File: src/rtl/tod_pkg.sv
package tod_pkg;
   localparam int unsigned TOD_TIME_W  = 64;
   localparam int unsigned TOD_PHASE_W = 32;
   localparam int unsigned TOD_RD_W    = 32;

   typedef enum logic [1:0] {
      TOD_HOLD = 2'd0,
      TOD_TICK = 2'd1,
      TOD_STEP = 2'd2,
      TOD_SET  = 2'd3
   } tod_update_e;
endpackage

File: src/rtl/tod_phase_acc.sv
module tod_phase_acc #(
   parameter int unsigned PHASE_W = 32
) (
   input  logic               clk,
   input  logic               rst_n,
   input  logic               rate_wr,
   input  logic [PHASE_W-1:0] rate_wdata,
   output logic               carry
);
   localparam int unsigned SUM_W = PHASE_W + 1;

   if (PHASE_W < 2) begin : g_bad_width
      $error("tod_phase_acc: PHASE_W must be at least 2");
   end

   logic [PHASE_W-1:0] addend_q;
   logic [PHASE_W-1:0] phase_q;
   logic [SUM_W-1:0]   sum;

   always_comb begin
      sum   = {1'b0, phase_q} + {1'b0, addend_q};
      carry = sum[SUM_W-1];
   end

   always_ff @(posedge clk or negedge rst_n) begin
      if (!rst_n) begin
         addend_q <= '0;
         phase_q  <= '0;
      end else begin
         phase_q <= sum[PHASE_W-1:0];
         if (rate_wr) begin
            addend_q <= rate_wdata;
         end
      end
   end

   // A zero rate word must never overflow the phase accumulator.
   p_freeze_r4: assert property (@(posedge clk) disable iff (!rst_n)
      (addend_q == '0) |-> !carry);

   // The new rate word is in the register one cycle after its write.
   p_rate_load_r3: assert property (@(posedge clk) disable iff (!rst_n)
      rate_wr |=> (addend_q == $past(rate_wdata)));
endmodule

File: src/rtl/tod_time_reg.sv
module tod_time_reg
   import tod_pkg::*;
#(
   parameter int unsigned TIME_W = 64,
   parameter bit          STEP_EN = 1'b1
) (
   input  logic              clk,
   input  logic              rst_n,
   input  logic              carry,
   input  logic              set_wr,
   input  logic [TIME_W-1:0] set_value,
   input  logic              step_wr,
   input  logic [TIME_W-1:0] step_value,
   output logic [TIME_W-1:0] time_q
);
   if (TIME_W < 8) begin : g_bad_width
      $error("tod_time_reg: TIME_W must be at least 8");
   end

   logic [TIME_W-1:0] step_term;
   tod_update_e       kind;
   logic [TIME_W-1:0] time_d;

   if (STEP_EN) begin : g_step
      assign step_term = step_wr ? step_value : '0;
   end else begin : g_no_step
      logic unused_step;
      assign unused_step = step_wr ^ (^step_value);
      assign step_term   = '0;
   end

   always_comb begin
      if (set_wr)                   kind = TOD_SET;
      else if (STEP_EN && step_wr)  kind = TOD_STEP;
      else if (carry)               kind = TOD_TICK;
      else                          kind = TOD_HOLD;
   end

   always_comb begin
      unique case (kind)
         TOD_SET:  time_d = set_value;
         TOD_STEP: time_d = time_q + step_term + TIME_W'(carry);
         TOD_TICK: time_d = time_q + TIME_W'(1);
         default:  time_d = time_q;
      endcase
   end

   always_ff @(posedge clk or negedge rst_n) begin
      if (!rst_n) time_q <= '0;
      else        time_q <= time_d;
   end

   p_set_r5: assert property (@(posedge clk) disable iff (!rst_n)
      set_wr |=> (time_q == $past(set_value)));

   p_step_one_r2: assert property (@(posedge clk) disable iff (!rst_n)
      (!set_wr && !step_wr) |=>
         ((time_q == $past(time_q)) || (time_q == $past(time_q) + TIME_W'(1))));

   if (STEP_EN) begin : g_step_chk
      p_step_sum_r6: assert property (@(posedge clk) disable iff (!rst_n)
         (!set_wr && step_wr) |=>
            ((time_q - $past(time_q) - $past(step_value) == '0) ||
             (time_q - $past(time_q) - $past(step_value) == TIME_W'(1))));
   end
endmodule

File: src/rtl/tod_read_snap.sv
module tod_read_snap #(
   parameter int unsigned TIME_W = 64,
   parameter int unsigned RD_W   = 32
) (
   input  logic              clk,
   input  logic              rst_n,
   input  logic              rd_lo,
   input  logic [TIME_W-1:0] time_q,
   output logic [RD_W-1:0]   rd_lo_data,
   output logic [RD_W-1:0]   rd_hi_data
);
   localparam int unsigned HI_LSB = RD_W;

   if (TIME_W != 2 * RD_W) begin : g_bad_split
      $error("tod_read_snap: TIME_W must be twice RD_W");
   end

   logic [RD_W-1:0] hi_q;

   assign rd_lo_data = time_q[RD_W-1:0];
   assign rd_hi_data = hi_q;

   always_ff @(posedge clk or negedge rst_n) begin
      if (!rst_n)     hi_q <= '0;
      else if (rd_lo) hi_q <= time_q[TIME_W-1:HI_LSB];
   end

   p_snap_take_r7: assert property (@(posedge clk) disable iff (!rst_n)
      rd_lo |=> (rd_hi_data == $past(time_q[TIME_W-1:HI_LSB])));

   p_snap_hold_r7: assert property (@(posedge clk) disable iff (!rst_n)
      !rd_lo |=> $stable(rd_hi_data));
endmodule

File: src/rtl/tod_counter.sv
module tod_counter
   import tod_pkg::*;
#(
   parameter int unsigned TIME_W  = TOD_TIME_W,
   parameter int unsigned PHASE_W = TOD_PHASE_W,
   parameter int unsigned RD_W    = TOD_RD_W,
   parameter bit          STEP_EN = 1'b1
) (
   input  logic               clk,
   input  logic               rst_n,
   input  logic               rate_wr,
   input  logic [PHASE_W-1:0] rate_wdata,
   input  logic               set_wr,
   input  logic [TIME_W-1:0]  set_value,
   input  logic               step_wr,
   input  logic [TIME_W-1:0]  step_value,
   input  logic               rd_lo,
   output logic [TIME_W-1:0]  time_now,
   output logic [RD_W-1:0]    rd_lo_data,
   output logic [RD_W-1:0]    rd_hi_data
);
   if (PHASE_W > TIME_W) begin : g_bad_ratio
      $error("tod_counter: PHASE_W must not exceed TIME_W");
   end

   logic carry;

   tod_phase_acc #(.PHASE_W(PHASE_W)) u_phase (
      .clk(clk), .rst_n(rst_n), .rate_wr(rate_wr),
      .rate_wdata(rate_wdata), .carry(carry)
   );

   tod_time_reg #(.TIME_W(TIME_W), .STEP_EN(STEP_EN)) u_time (
      .clk(clk), .rst_n(rst_n), .carry(carry),
      .set_wr(set_wr), .set_value(set_value),
      .step_wr(step_wr), .step_value(step_value), .time_q(time_now)
   );

   tod_read_snap #(.TIME_W(TIME_W), .RD_W(RD_W)) u_snap (
      .clk(clk), .rst_n(rst_n), .rd_lo(rd_lo), .time_q(time_now),
      .rd_lo_data(rd_lo_data), .rd_hi_data(rd_hi_data)
   );

   p_reset_r1: assert property (@(posedge clk)
      !rst_n |=> (time_now == '0 || !rst_n));
endmodule

File: config.mk
export PLATFORM = sky130hd
export DESIGN_NAME = tod_counter
export DESIGN_NICKNAME = d
export VERILOG_FILES = /design/src/rtl/tod_pkg.sv /design/src/rtl/tod_phase_acc.sv /design/src/rtl/tod_time_reg.sv /design/src/rtl/tod_read_snap.sv /design/src/rtl/tod_counter.sv
export SDC_FILE = /design/constraint.sdc
export NUM_CORES = 1
export LEC_CHECK = 0
export BUFFER_PORTS_ARGS = -buffer_cell sky130_fd_sc_hd__buf_2
export CAP_MARGIN = 20
export CORE_ASPECT_RATIO = 2
export CORE_UTILIZATION = 41
export DETAILED_ROUTE_END_ITERATION = 12
export PLACE_DENSITY = 0.7
export SYNTH_ARGS = -nofsm -noshare
export SYNTH_HDL_FRONTEND = slang
export SYNTH_SLANG_ARGS = --single-unit
File: constraint.sdc
create_clock -name clk -period 5.69 [get_ports clk]
set_input_delay 0.569 -clock clk [delete_from_list [all_inputs] [get_ports clk]]
set_output_delay 0.569 -clock clk [all_outputs]
set_load 0.05 [all_outputs]
==> metrics.txt, run 1 <==
# TYPE chip_impl_metric gauge
chip_impl_metric{name="postSynthNetCount",unit=""} 1926
chip_impl_metric{name="total_negative_setup_slacks",unit="ns"} 0
chip_impl_metric{name="total_die_area",unit="sq mm"} 0.0348
chip_impl_info{name="setup_repair_after_global_routing_missed_its_margin",value="yes"} 1
chip_impl_metric{name="drc_errors",unit=""} 0
chip_impl_info{name="start_kind",value="flop"} 1
chip_impl_metric{name="synth_async_sr_flop_share",unit=""} 1.00
chip_impl_metric{name="fin_skew",unit="ns"} 0.0113
chip_impl_metric{name="start_util",unit=""} 0.416
chip_impl_metric{name="hold_viol_final",unit=""} 0
chip_impl_info{name="critPathCaptureType",value="flop"} 1
chip_impl_metric{name="path_clk_slew",unit="ns"} 0.07
chip_impl_metric{name="chipWidth",unit="um"} 132
chip_impl_metric{name="synth-edff-count",unit=""} 0
chip_impl_metric{name="r2r_slack",unit="ns"} 0.33
chip_impl_metric{name="max-vdd-ir-drop",unit="mV"} 0.341
chip_impl_metric{name="finalSetupViolCount",unit=""} 0
chip_impl_info{name="synth_ff_type",value="sky130_fd_sc_hd__dfrtp_1"} 1
chip_impl_metric{name="area_growth_syn_to_layout",unit="%"} 18.7
chip_impl_metric{name="nNetsFinal",unit=""} 2179
chip_impl_metric{name="post_synthesis_cell_area",unit="sq mm"} 0.0139
chip_impl_metric{name="multi_input_area",unit="sq mm"} 0.00928
chip_impl_metric{name="wirelength_routed",unit="mm"} 50.0
chip_impl_metric{name="number_of_antenna_violations_at_the_first_check_in_global_routing",unit=""} 1
chip_impl_metric{name="layout.core_utilization",unit=""} 0.494
chip_impl_info{name="combinational_family_with_the_most_area_after_synthesis",value="compound AO/OA/AOI/OAI gates"} 1
chip_impl_metric{name="hpwl",unit="mm"} 39.0
chip_impl_metric{name="grt_max_degree",unit=""} 106
chip_impl_metric{name="fin_ws",unit="ns"} 0.329
chip_impl_info{name="regToRegStartpoint",value="u_phase.addend_q[0]$_DFFE_PN0P_"} 1
chip_impl_metric{name="synth_compound_area_frac",unit=""} 0.237
chip_impl_metric{name="power_density",unit="mW/mm^2"} 634
chip_impl_info{name="critPathLaunch",value="u_phase.addend_q[0]$_DFFE_PN0P_"} 1
chip_impl_metric{name="power.total",unit="W"} 0.0105
chip_impl_metric{name="clock_tree.htree_level_count",unit=""} 4
chip_impl_metric{name="muxShareOfSynthArea",unit=""} 0.0585
chip_impl_info{name="run_status",value="completed"} 1
chip_impl_metric{name="cts_num_sinks",unit=""} 160
chip_impl_metric{name="port_buffers",unit=""} 293
chip_impl_metric{name="power_leakage",unit="nW"} 7.62
chip_impl_metric{name="global_route.usage.total",unit=""} 0.289
chip_impl_metric{name="worst_pin_slew",unit="ns"} 0.972
chip_impl_metric{name="num-fill-cells",unit=""} 3310
chip_impl_info{name="cp_slowest_cell",value="sky130_fd_sc_hd__fa_1"} 1
chip_impl_metric{name="vias",unit=""} 13900
chip_impl_metric{name="synthesis.area_per_instance",unit="sq um"} 8.40
chip_impl_metric{name="drt_pre_antenna_iters",unit=""} 6
chip_impl_metric{name="numPlacedInstances",unit=""} 2325
chip_impl_metric{name="cts_made_buffers",unit=""} 17
chip_impl_metric{name="timing.critical_path.slowest_cell_delay",unit="ns"} 0.45
chip_impl_info{name="critical_path_class",value="reg2reg"} 1
chip_impl_metric{name="routed_wire_length_per_instance",unit="um"} 21.2
chip_impl_metric{name="max-cap-violations",unit=""} 0
chip_impl_metric{name="synth_xor_xnor_area_share",unit=""} 0.0748
chip_impl_metric{name="clk_path_buf_depth",unit=""} 2
chip_impl_info{name="clk_root_buffer_cell",value="sky130_fd_sc_hd__clkbuf_16"} 1
chip_impl_metric{name="final.period_utilization",unit=""} 0.942
chip_impl_metric{name="globalplace.congestion",unit=""} 0.937
chip_impl_metric{name="die_h",unit="um"} 263
chip_impl_metric{name="post_synth_fa_ha_maj_area_fraction",unit=""} 0.0923
chip_impl_info{name="worstHoldStart",value="rate_wdata[21]"} 1
chip_impl_metric{name="setup_ws_pre_cts",unit="ns"} -0.0982
chip_impl_info{name="cts_tree",value="yes"} 1
chip_impl_metric{name="synth-simple-area-share",unit=""} 0.197
chip_impl_metric{name="first_global_vias",unit=""} 14300
chip_impl_info{name="crit_path_cell_trace",value="ha_1 -> fa_2 -> a21o_1 -> a21oi_1 -> o311ai_2 -> nand2_1 -> o31ai_4 -> a21oi_1 -> o21ai_1 -> nand2_1 -> a211oi_2 -> o22ai_1 -> fa_1 -> fa_2 -> nor2b_4 -> o31ai_2 -> a21oi_2 -> a31oi_1 -> o21a_1 -> o31ai_4 -> a31oi_4 -> xnor2_1 -> a221oi_1 -> nor2_1"} 1
chip_impl_metric{name="boundaryPins",unit=""} 294
chip_impl_metric{name="critPathRequiredTime",unit="ns"} 6.03
chip_impl_metric{name="cp_max_fo",unit=""} 6
chip_impl_metric{name="overflow",unit=""} 0
chip_impl_metric{name="critPathArrivalTime",unit="ns"} 5.70
chip_impl_metric{name="layout-drive-gt1-share",unit=""} 0.257
chip_impl_metric{name="grt_pass1_wl",unit="mm"} 77.6
chip_impl_metric{name="antenna_left",unit=""} 0
chip_impl_metric{name="final_slew_viol_count",unit=""} 0
chip_impl_metric{name="coreArea",unit="sq mm"} 0.0335
chip_impl_metric{name="yosys_register_bits",unit=""} 160
chip_impl_metric{name="seqCellArea",unit="sq mm"} 0.00400
chip_impl_metric{name="drt_first_iter_violations",unit=""} 781
chip_impl_metric{name="worst_skew_late_latency",unit="ns"} 0.46
chip_impl_metric{name="vias_per_cell",unit=""} 5.89
chip_impl_metric{name="timing.final.crit_period",unit="ns"} 5.36
chip_impl_metric{name="floorplan.rows",unit=""} 95
chip_impl_metric{name="final_cell_count_no_fill",unit=""} 2362
chip_impl_metric{name="synthDistinctLibCells",unit=""} 82
chip_impl_metric{name="fmax",unit="MHz"} 187
chip_impl_info{name="worst_hold_path_type",value="in2reg"} 1
chip_impl_metric{name="synth_sequential_area_ratio",unit=""} 0.287
chip_impl_metric{name="synthesis.yosys.warnings",unit=""} 0
chip_impl_metric{name="max_slew_margin",unit=""} 0.349
chip_impl_metric{name="postSynthCellCount",unit=""} 1659
## cells in the mapped netlist, types with 17 or more instances
cell / number / area [sq um]
sky130_fd_sc_hd__and2_1: 71 / 444
sky130_fd_sc_hd__a21o_1: 53 / 398
sky130_fd_sc_hd__o21bai_1: 18 / 135
sky130_fd_sc_hd__mux2_2: 67 / 754
sky130_fd_sc_hd__o21a_1: 20 / 150
sky130_fd_sc_hd__nor2_1: 139 / 522
sky130_fd_sc_hd__nor3_1: 37 / 185
sky130_fd_sc_hd__inv_1: 45 / 169
sky130_fd_sc_hd__and3_1: 17 / 106
sky130_fd_sc_hd__a21oi_1: 140 / 701
sky130_fd_sc_hd__a221oi_1: 34 / 298
sky130_fd_sc_hd__dfrtp_1: 160 / 4000
sky130_fd_sc_hd__ha_1: 98 / 1230
sky130_fd_sc_hd__nand3_1: 43 / 215
sky130_fd_sc_hd__xor2_1: 34 / 298
sky130_fd_sc_hd__nand4_1: 31 / 194
sky130_fd_sc_hd__buf_4: 33 / 248
sky130_fd_sc_hd__o21ai_0: 77 / 385
sky130_fd_sc_hd__o31ai_1: 35 / 263
sky130_fd_sc_hd__xnor2_1: 85 / 744
sky130_fd_sc_hd__clkbuf_1: 62 / 233
sky130_fd_sc_hd__nand2_1: 141 / 529
## final timing paths
check	depth (start not counted)	endpoint
max in group asynchronous	4	u_snap.rd_hi_data[27]$_DFFE_PN0P_
hold reg to reg	1	u_phase.phase_q[0]$_DFF_PN0_
hold / removal	2	u_phase.addend_q[21]$_DFFE_PN0P_
setup reg to reg	24	u_time.time_q[44]$_DFFE_PN0P_
min in group asynchronous	2	u_time.time_q[17]$_DFFE_PN0P_
setup / recovery	24	u_time.time_q[44]$_DFFE_PN0P_
## registers in the layout, indices dropped and copies added (netlist names)
register           flops
u_snap.rd_hi_data     32
u_time.time_q         64
u_phase.addend_q      32
u_phase.phase_q       32
## metrics by stage
step / hold WS [ns] / cell area [sq um]
floorplan: 0.273 / 13900
global placement: 0.467 / 15800
detailed placement: 0.472 / 15800
CTS: 0.300 / 16400
global route: 0.333 / 16500
finish: 0.334 / 16500
## power by group
group | switching [W] | internal [W]
clock | 0.000554 | 0.000631
combinational | 0.00457 | 0.00239
sequential | 0.000708 | 0.00164
## metal layers
| layer | GRT usage | part of all wire | up-vias |
|---|---|---|---|
| met1 | 0.284 | 0.34 | 6687 |
| met5 | 0 | 0 | - |
| li1 | - | - | 6524 |
| met3 | 0.0334 | 0.043 | 158 |
| met4 | 0.189 | 0.061 | 0 |
| met2 | 0.558 | 0.55 | 544 |
## cells in the final DEF, fill, tap and decap left out, types with 7 or more instances in the layout
master,instances
sky130_fd_sc_hd__xnor2_1,85
sky130_fd_sc_hd__nand2b_1,10
sky130_fd_sc_hd__a221oi_1,34
sky130_fd_sc_hd__nor3_1,37
sky130_fd_sc_hd__nand2_1,141
sky130_fd_sc_hd__ha_1,95
sky130_fd_sc_hd__clkbuf_16,17
sky130_fd_sc_hd__and2_1,71
sky130_fd_sc_hd__buf_4,54
sky130_fd_sc_hd__nand3_1,43
sky130_fd_sc_hd__o31ai_1,31
sky130_fd_sc_hd__or2_2,7
sky130_fd_sc_hd__inv_1,45
sky130_fd_sc_hd__and3_1,17
sky130_fd_sc_hd__mux2_2,67
sky130_fd_sc_hd__nor2_1,139
sky130_fd_sc_hd__o211ai_1,8
sky130_fd_sc_hd__a31oi_1,13
sky130_fd_sc_hd__dfrtp_1,160
sky130_fd_sc_hd__xor2_1,34
sky130_fd_sc_hd__a22oi_1,7
sky130_fd_sc_hd__o21bai_1,18
sky130_fd_sc_hd__o21a_1,20
sky130_fd_sc_hd__a21oi_1,138
sky130_fd_sc_hd__buf_2,292
sky130_fd_sc_hd__a21o_1,53
sky130_fd_sc_hd__o21ai_0,77
sky130_fd_sc_hd__nand4_1,31
sky130_fd_sc_hd__nor2b_1,8
sky130_fd_sc_hd__nor3b_1,8
sky130_fd_sc_hd__a211oi_1,14
## critical path, delay by kind of cell (launching register included)
family	cells	cell delay [ns]
flops	1	0.35
compound gates	15	2.95
fa+ha+maj	4	1.28
xor+xnor	1	0.18
simple gates	4	0.48
## area by class of cell
type,instances,area share
diodes,1,0.000151
clock buffers,18,0.0265
clock inverters,14,0.00885
inverters,45,0.0102
multi-input cells,1337,0.561
flip-flops and latches,160,0.242
well taps,436,0.0330
repair buffers,351,0.118
## logic make-up (layout without fill, tap and decap cells)
logic type	after synthesis	in the layout
simple gates	550	550
compound gates	494	494
mux	73	73
buf+inv	162	428
xor+xnor	119	119
other cells	0	1
flops	160	160
fa+ha+maj	101	101
## timing repair
item | CTS | global route
pin swaps | 0 | 3
gates resized for setup | 2 | 14
endpoints found under the setup margin | 13 | 36
buffers inserted | 0 | 2
hold endpoints to repair | 0 | 17
hold buffers | 0 | 1
Note: power is estimated with default switching activity, not from simulation.
==> inputs of run 2 (changes only) <==
--- a/config.mk
+++ b/config.mk
@@ -8,9 +8,9 @@
 export BUFFER_PORTS_ARGS = -buffer_cell sky130_fd_sc_hd__buf_2
 export CAP_MARGIN = 20
 export CORE_ASPECT_RATIO = 2
-export CORE_UTILIZATION = 41
+export CORE_UTILIZATION = 51
 export DETAILED_ROUTE_END_ITERATION = 12
-export PLACE_DENSITY = 0.7
+export PLACE_DENSITY = 0.83
 export SYNTH_ARGS = -nofsm -noshare
 export SYNTH_HDL_FRONTEND = slang
 export SYNTH_SLANG_ARGS = --single-unit
==> metrics.txt, run 2 (same netlist as run 1, synthesis figures left out) <==
# TYPE chip_impl_metric gauge
chip_impl_metric{name="antenna_left",unit=""} 0
chip_impl_metric{name="area_growth_syn_to_layout",unit="%"} 17.8
chip_impl_metric{name="globalplace.congestion",unit=""} 0.984
chip_impl_metric{name="clock_tree.htree_level_count",unit=""} 4
chip_impl_metric{name="start_util",unit=""} 0.518
chip_impl_info{name="mostFrequentLayoutCell",value="sky130_fd_sc_hd__buf_2"} 1
chip_impl_metric{name="timing.final.crit_period",unit="ns"} 5.44
chip_impl_metric{name="boundaryPins",unit=""} 294
chip_impl_metric{name="hold_viol_final",unit=""} 0
chip_impl_info{name="critical_path_class",value="reg2reg"} 1
chip_impl_info{name="most_frequent_cell_on_critical_path",value="sky130_fd_sc_hd__fa_2"} 1
chip_impl_metric{name="vias_per_cell",unit=""} 6.27
chip_impl_metric{name="max-vdd-ir-drop",unit="mV"} 0.473
chip_impl_metric{name="drt_pre_antenna_iters",unit=""} 6
chip_impl_metric{name="number_of_antenna_violations_at_the_first_check_in_global_routing",unit=""} 1
chip_impl_metric{name="fmax",unit="MHz"} 184
chip_impl_metric{name="num-fill-cells",unit=""} 2354
chip_impl_metric{name="grt_max_degree",unit=""} 110
chip_impl_metric{name="worstPathBufferInverterCount",unit=""} 1
chip_impl_metric{name="chipWidth",unit="um"} 119
chip_impl_metric{name="multi_input_area",unit="sq mm"} 0.00928
chip_impl_metric{name="cts_num_sinks",unit=""} 160
chip_impl_info{name="worst_hold_path_type",value="in2reg"} 1
chip_impl_metric{name="nNetsFinal",unit=""} 2180
chip_impl_metric{name="max-cap-violations",unit=""} 0
chip_impl_info{name="run_status",value="completed"} 1
chip_impl_metric{name="critPathArrivalTime",unit="ns"} 5.77
chip_impl_metric{name="vias",unit=""} 14300
chip_impl_metric{name="seqCellArea",unit="sq mm"} 0.00400
chip_impl_metric{name="worst_pin_slew",unit="ns"} 0.780
chip_impl_metric{name="numPlacedInstances",unit=""} 2237
chip_impl_metric{name="final_slew_viol_count",unit=""} 0
chip_impl_info{name="cts_tree",value="yes"} 1
chip_impl_metric{name="layout-drive-gt1-share",unit=""} 0.257
chip_impl_metric{name="final_cell_count_no_fill",unit=""} 2275
chip_impl_metric{name="critPathRequiredTime",unit="ns"} 6.02
chip_impl_metric{name="hpwl",unit="mm"} 37.3
chip_impl_metric{name="worst_skew_late_latency",unit="ns"} 0.46
chip_impl_info{name="start_kind",value="flop"} 1
chip_impl_metric{name="total_die_area",unit="sq mm"} 0.0280
chip_impl_metric{name="coreArea",unit="sq mm"} 0.0269
chip_impl_metric{name="max_slew_margin",unit=""} 0.476
chip_impl_metric{name="power.total",unit="W"} 0.0106
chip_impl_metric{name="final_cell_area",unit="sq mm"} 0.0164
chip_impl_metric{name="r2r_slack",unit="ns"} 0.25
chip_impl_info{name="clk_root_buffer_cell",value="sky130_fd_sc_hd__clkbuf_16"} 1
chip_impl_metric{name="floorplan.rows",unit=""} 85
chip_impl_metric{name="power_leakage",unit="nW"} 7.61
chip_impl_metric{name="fin_skew",unit="ns"} 0.0106
chip_impl_metric{name="port_buffers",unit=""} 293
chip_impl_metric{name="wirelength_routed",unit="mm"} 49.1
chip_impl_metric{name="drc_errors",unit=""} 0
chip_impl_metric{name="drt_first_iter_violations",unit=""} 905
chip_impl_metric{name="power_density",unit="mW/mm^2"} 644
chip_impl_metric{name="finalSetupViolCount",unit=""} 0
chip_impl_info{name="critPathCaptureType",value="flop"} 1
chip_impl_metric{name="first_global_vias",unit=""} 14500
chip_impl_metric{name="path_clk_slew",unit="ns"} 0.07
chip_impl_metric{name="final.period_utilization",unit=""} 0.956
chip_impl_info{name="biggest_register",value="u_time.time_q"} 1
chip_impl_info{name="critical_path.top_delay_family",value="compound AO/OA/AOI/OAI gates"} 1
chip_impl_metric{name="grt_pass1_wl",unit="mm"} 75.9
chip_impl_metric{name="die_h",unit="um"} 236
chip_impl_info{name="cp_slowest_cell",value="sky130_fd_sc_hd__fa_2"} 1
chip_impl_metric{name="routed_wire_length_per_instance",unit="um"} 21.6
chip_impl_metric{name="cts_made_buffers",unit=""} 17
chip_impl_info{name="layout.cells.most_common_list",value="292 x sky130_fd_sc_hd__buf_2, 160 x sky130_fd_sc_hd__dfrtp_1, 141 x sky130_fd_sc_hd__nand2_1"} 1
chip_impl_metric{name="layout.core_utilization",unit=""} 0.610
chip_impl_metric{name="overflow",unit=""} 0
chip_impl_metric{name="clk_path_buf_depth",unit=""} 2
chip_impl_metric{name="cp_max_fo",unit=""} 4
chip_impl_metric{name="global_route.usage.total",unit=""} 0.350
chip_impl_metric{name="placement.cell_area",unit="sq mm"} 0.0157
chip_impl_metric{name="timing.critical_path.slowest_cell_delay",unit="ns"} 0.39
chip_impl_metric{name="largest_register_ff_count",unit=""} 64
## run 2: changes by cell type in the layout (fill, tap and decap cells not counted), sizes merged
cell | before | now
buf | 350 | 351
inv | 53 | 52
clkbuf | 18 | 19
## run 2: metal layers
metal,track usage,up-vias,wire [um]
met5,0,-,0
met4,0.248,0,3480
met3,0.0487,218,2610
met2,0.649,694,26300
met1,0.352,6830,16700
li1,-,6528,-
## run 2: per-stage QoR
step                TNS (ns)  hold slack (ns)  setup WS, ns
finish                     0            0.337         0.252
global placement           0            0.466       0.00561
floorplan                  0            0.273         0.231
global route          -0.312            0.332       -0.0593
detailed placement    -0.993            0.490        -0.175
CTS                        0            0.320        0.0669
## run 2: area by class of cell
type | instances | area share
tap | 348 | 0.0265
clock buffer | 19 | 0.0270
antenna | 1 | 0.000152
timing repair buffer | 352 | 0.118
multi-input combinational | 1337 | 0.565
sequential | 160 | 0.244
clock inverter | 13 | 0.00869
inverter | 45 | 0.0103
## run 2: timing repair
item / in CTS / in global routing
resized for setup: 4 / 12
setup endpoints to repair: 19 / 25
pin swaps: 0 / 10
hold endpoints to repair: 0 / 17
hold buffers: 0 / 1
setup buffers: 0 / 3
## run 2: worst paths after layout
| check | start | end | depth (start not counted) |
|---|---|---|---|
| min in group asynchronous | rst_n | u_phase.phase_q[0]$_DFF_PN0_ | 2 |
| max in group asynchronous | rst_n | u_phase.phase_q[16]$_DFF_PN0_ | 4 |
| setup reg to reg | u_phase.addend_q[0]$_DFFE_PN0P_ | u_time.time_q[48]$_DFFE_PN0P_ | 25 |
| setup / recovery | u_phase.addend_q[0]$_DFFE_PN0P_ | u_time.time_q[48]$_DFFE_PN0P_ | 25 |
| hold reg to reg | u_snap.rd_hi_data[30]$_DFFE_PN0P_ | u_snap.rd_hi_data[30]$_DFFE_PN0P_ | 1 |
| hold / removal | rate_wdata[21] | u_phase.addend_q[21]$_DFFE_PN0P_ | 2 |
## run 2: power breakdown
group | internal, W | switching, W
Combinational | 0.00238 | 0.00464
Clock | 0.000630 | 0.000556
Sequential | 0.00164 | 0.000720
==> inputs of run 3 (changes only) <==
--- a/config.mk
+++ b/config.mk
@@ -8,9 +8,9 @@
 export BUFFER_PORTS_ARGS = -buffer_cell sky130_fd_sc_hd__buf_2
 export CAP_MARGIN = 20
 export CORE_ASPECT_RATIO = 2
-export CORE_UTILIZATION = 51
+export CORE_UTILIZATION = 57
 export DETAILED_ROUTE_END_ITERATION = 12
-export PLACE_DENSITY = 0.83
+export PLACE_DENSITY = 0.88
 export SYNTH_ARGS = -nofsm -noshare
 export SYNTH_HDL_FRONTEND = slang
 export SYNTH_SLANG_ARGS = --single-unit
==> constraint.sdc (replaced) <==
create_clock -name clk -period 5.5 [get_ports clk]
set_input_delay 0.55 -clock clk [delete_from_list [all_inputs] [get_ports clk]]
set_output_delay 0.55 -clock clk [all_outputs]
set_load 0.05 [all_outputs]
==> metrics.txt, run 3 (same netlist as run 1, synthesis figures left out) <==
# TYPE chip_impl_metric gauge
chip_impl_info{name="run_status",value="completed"} 1
chip_impl_metric{name="ff2ff_path_depth",unit=""} 25
chip_impl_info{name="critical_path.top_delay_family",value="compound AO/OA/AOI/OAI gates"} 1
chip_impl_metric{name="grt_max_degree",unit=""} 67
chip_impl_info{name="mostFrequentLayoutCell",value="sky130_fd_sc_hd__buf_2"} 1
chip_impl_info{name="cts_tree",value="yes"} 1
chip_impl_metric{name="antenna_left",unit=""} 0
chip_impl_metric{name="nNetsFinal",unit=""} 2176
chip_impl_metric{name="layout-drive-gt1-share",unit=""} 0.258
chip_impl_metric{name="share_clk_of_total_power",unit=""} 0.114
chip_impl_metric{name="hold_viol_final",unit=""} 0
chip_impl_metric{name="multi_input_area",unit="sq mm"} 0.00931
chip_impl_metric{name="vias",unit=""} 14400
chip_impl_metric{name="start_util",unit=""} 0.582
chip_impl_metric{name="worst_pin_slew",unit="ns"} 0.901
chip_impl_metric{name="num-fill-cells",unit=""} 1917
chip_impl_metric{name="drt_pre_antenna_iters",unit=""} 5
chip_impl_metric{name="power_density",unit="mW/mm^2"} 671
chip_impl_metric{name="wirelength_routed",unit="mm"} 48.5
chip_impl_metric{name="placement.cell_area",unit="sq mm"} 0.0156
chip_impl_metric{name="cts_num_sinks",unit=""} 160
chip_impl_metric{name="timing.final.crit_period",unit="ns"} 5.25
chip_impl_metric{name="fin_skew",unit="ns"} 0.0122
chip_impl_metric{name="number_of_antenna_violations_at_the_first_check_in_global_routing",unit=""} 2
chip_impl_metric{name="critPathRequiredTime",unit="ns"} 5.84
chip_impl_metric{name="layout.core_utilization",unit=""} 0.683
chip_impl_info{name="critical_path_class",value="reg2reg"} 1
chip_impl_metric{name="max-cap-violations",unit=""} 0
chip_impl_metric{name="hpwl",unit="mm"} 37.0
chip_impl_info{name="start_kind",value="flop"} 1
chip_impl_info{name="biggest_register",value="u_time.time_q"} 1
chip_impl_metric{name="global_route.usage.total",unit=""} 0.391
chip_impl_info{name="critPathLaunch",value="u_phase.addend_q[0]$_DFFE_PN0P_"} 1
chip_impl_metric{name="cts_hold_buffers",unit=""} 0
chip_impl_metric{name="path_clk_slew",unit="ns"} 0.07
chip_impl_info{name="worst_hold_path_type",value="in2async"} 1
chip_impl_metric{name="coreArea",unit="sq mm"} 0.0239
chip_impl_metric{name="largest_register_ff_count",unit=""} 64
chip_impl_metric{name="power.total",unit="W"} 0.0110
chip_impl_metric{name="routed_wire_length_per_instance",unit="um"} 21.9
chip_impl_metric{name="port_buffers",unit=""} 293
chip_impl_metric{name="first_global_vias",unit=""} 14800
chip_impl_metric{name="power.switching",unit="W"} 0.00611
chip_impl_metric{name="drc_errors",unit=""} 0
chip_impl_metric{name="setup_ws_pre_cts",unit="ns"} -0.324
chip_impl_metric{name="cts_made_buffers",unit=""} 17
chip_impl_metric{name="boundaryPins",unit=""} 294
chip_impl_metric{name="total_die_area",unit="sq mm"} 0.0251
chip_impl_metric{name="fmax",unit="MHz"} 191
chip_impl_info{name="rr_endpoint",value="u_time.time_q[56]$_DFFE_PN0P_"} 1
chip_impl_info{name="endpoint",value="u_time.time_q[56]$_DFFE_PN0P_"} 1
chip_impl_metric{name="vias_per_cell",unit=""} 6.49
chip_impl_metric{name="power.share.sequential",unit=""} 0.222
chip_impl_metric{name="cp_max_fo",unit=""} 5
chip_impl_metric{name="drt_first_iter_violations",unit=""} 1055
chip_impl_metric{name="r2r_slack",unit="ns"} 0.25
chip_impl_metric{name="chipWidth",unit="um"} 113
chip_impl_metric{name="cellInternalPower",unit="W"} 0.00485
chip_impl_info{name="regToRegStartpoint",value="u_phase.addend_q[0]$_DFFE_PN0P_"} 1
chip_impl_info{name="critPathCaptureType",value="flop"} 1
chip_impl_info{name="cp_slowest_cell",value="sky130_fd_sc_hd__fa_2"} 1
chip_impl_metric{name="final_slew_viol_count",unit=""} 0
chip_impl_metric{name="worstPathBufferInverterCount",unit=""} 1
chip_impl_metric{name="final_cell_area",unit="sq mm"} 0.0163
chip_impl_metric{name="switching_share",unit=""} 0.558
chip_impl_metric{name="timing.critical_path.slowest_cell_delay",unit="ns"} 0.38
chip_impl_metric{name="clock_tree.htree_level_count",unit=""} 4
chip_impl_metric{name="seqCellArea",unit="sq mm"} 0.00400
chip_impl_metric{name="area_growth_syn_to_layout",unit="%"} 17.3
chip_impl_metric{name="worst_skew_late_latency",unit="ns"} 0.47
chip_impl_metric{name="max-vdd-ir-drop",unit="mV"} 0.423
chip_impl_info{name="layout.cells.most_common_list",value="292 x sky130_fd_sc_hd__buf_2, 160 x sky130_fd_sc_hd__dfrtp_1, 140 x sky130_fd_sc_hd__nand2_1"} 1
chip_impl_metric{name="clk_path_buf_depth",unit=""} 2
chip_impl_info{name="clk_root_buffer_cell",value="sky130_fd_sc_hd__clkbuf_16"} 1
chip_impl_metric{name="die_h",unit="um"} 223
chip_impl_metric{name="final.period_utilization",unit=""} 0.954
chip_impl_metric{name="overflow",unit=""} 0
chip_impl_metric{name="critPathArrivalTime",unit="ns"} 5.59
chip_impl_metric{name="comb_power_share",unit=""} 0.664
chip_impl_metric{name="fin_ws",unit="ns"} 0.252
chip_impl_metric{name="globalplace.congestion",unit=""} 0.982
chip_impl_metric{name="timing.critical_path.depth",unit=""} 25
chip_impl_metric{name="grt_pass1_wl",unit="mm"} 75.6
chip_impl_metric{name="floorplan.rows",unit=""} 80
chip_impl_metric{name="power_leakage",unit="nW"} 7.61
chip_impl_metric{name="max_slew_margin",unit=""} 0.397
chip_impl_metric{name="finalSetupViolCount",unit=""} 0
## run 3: layout make-up
type | instances | share of cell area
multi-input cells | 1337 | 0.569
flip-flops and latches | 160 | 0.245
repair buffers | 348 | 0.116
clock buffers | 17 | 0.0260
well taps | 287 | 0.0220
clock inverters | 15 | 0.0105
inverters | 45 | 0.0103
diodes | 4 | 0.000612
## run 3: what timing repair did
action	4_1_cts	5_1_grt
setup buffers	0	3
setup endpoints to repair	25	34
resized for setup	8	13
pin swaps	4	6
cloned	0	0
## run 3: worst min-delay path by stage
stage,endpoint,slack (ns),cells after the start
floorplan,u_phase.addend_q[0]$_DFFE_PN0P_,0.25,0
global placement,u_phase.phase_q[0]$_DFF_PN0_,0.46,1
detailed placement,u_phase.phase_q[0]$_DFF_PN0_,0.48,1
CTS,u_time.time_q[24]$_DFFE_PN0P_,0.12,1
global route,u_phase.phase_q[1]$_DFF_PN0_,0.16,1
finish,u_phase.phase_q[1]$_DFF_PN0_,0.11,1
## run 3: per-stage QoR
stage / instances / setup TNS [ns] / hold slack [ns]
6_report: 2213 / 0 / 0.111
5_1_grt: 2210 / -0.0326 / 0.159
4_1_cts: 2206 / 0 / 0.119
3_5_place_dp: 2174 / -4.17 / 0.481
3_3_place_gp: 2174 / -1.25 / 0.464
2_1_floorplan: 1659 / 0 / 0.254
## run 3: power groups by stage
stage               combinational (W)  sequential [W]  clock (W)
floorplan                     0.00422         0.00342          0
global placement              0.00690         0.00239          0
detailed placement            0.00704         0.00243          0
CTS                           0.00712         0.00241    0.00126
global route                  0.00776         0.00249    0.00130
finish                        0.00728         0.00243    0.00125
## run 3: metal layers
layer / track usage / part of all wire
met5: 0 / 0
met1: 0.377 / 0.33
met2: 0.722 / 0.53
met4: 0.314 / 0.083
met3: 0.0606 / 0.058
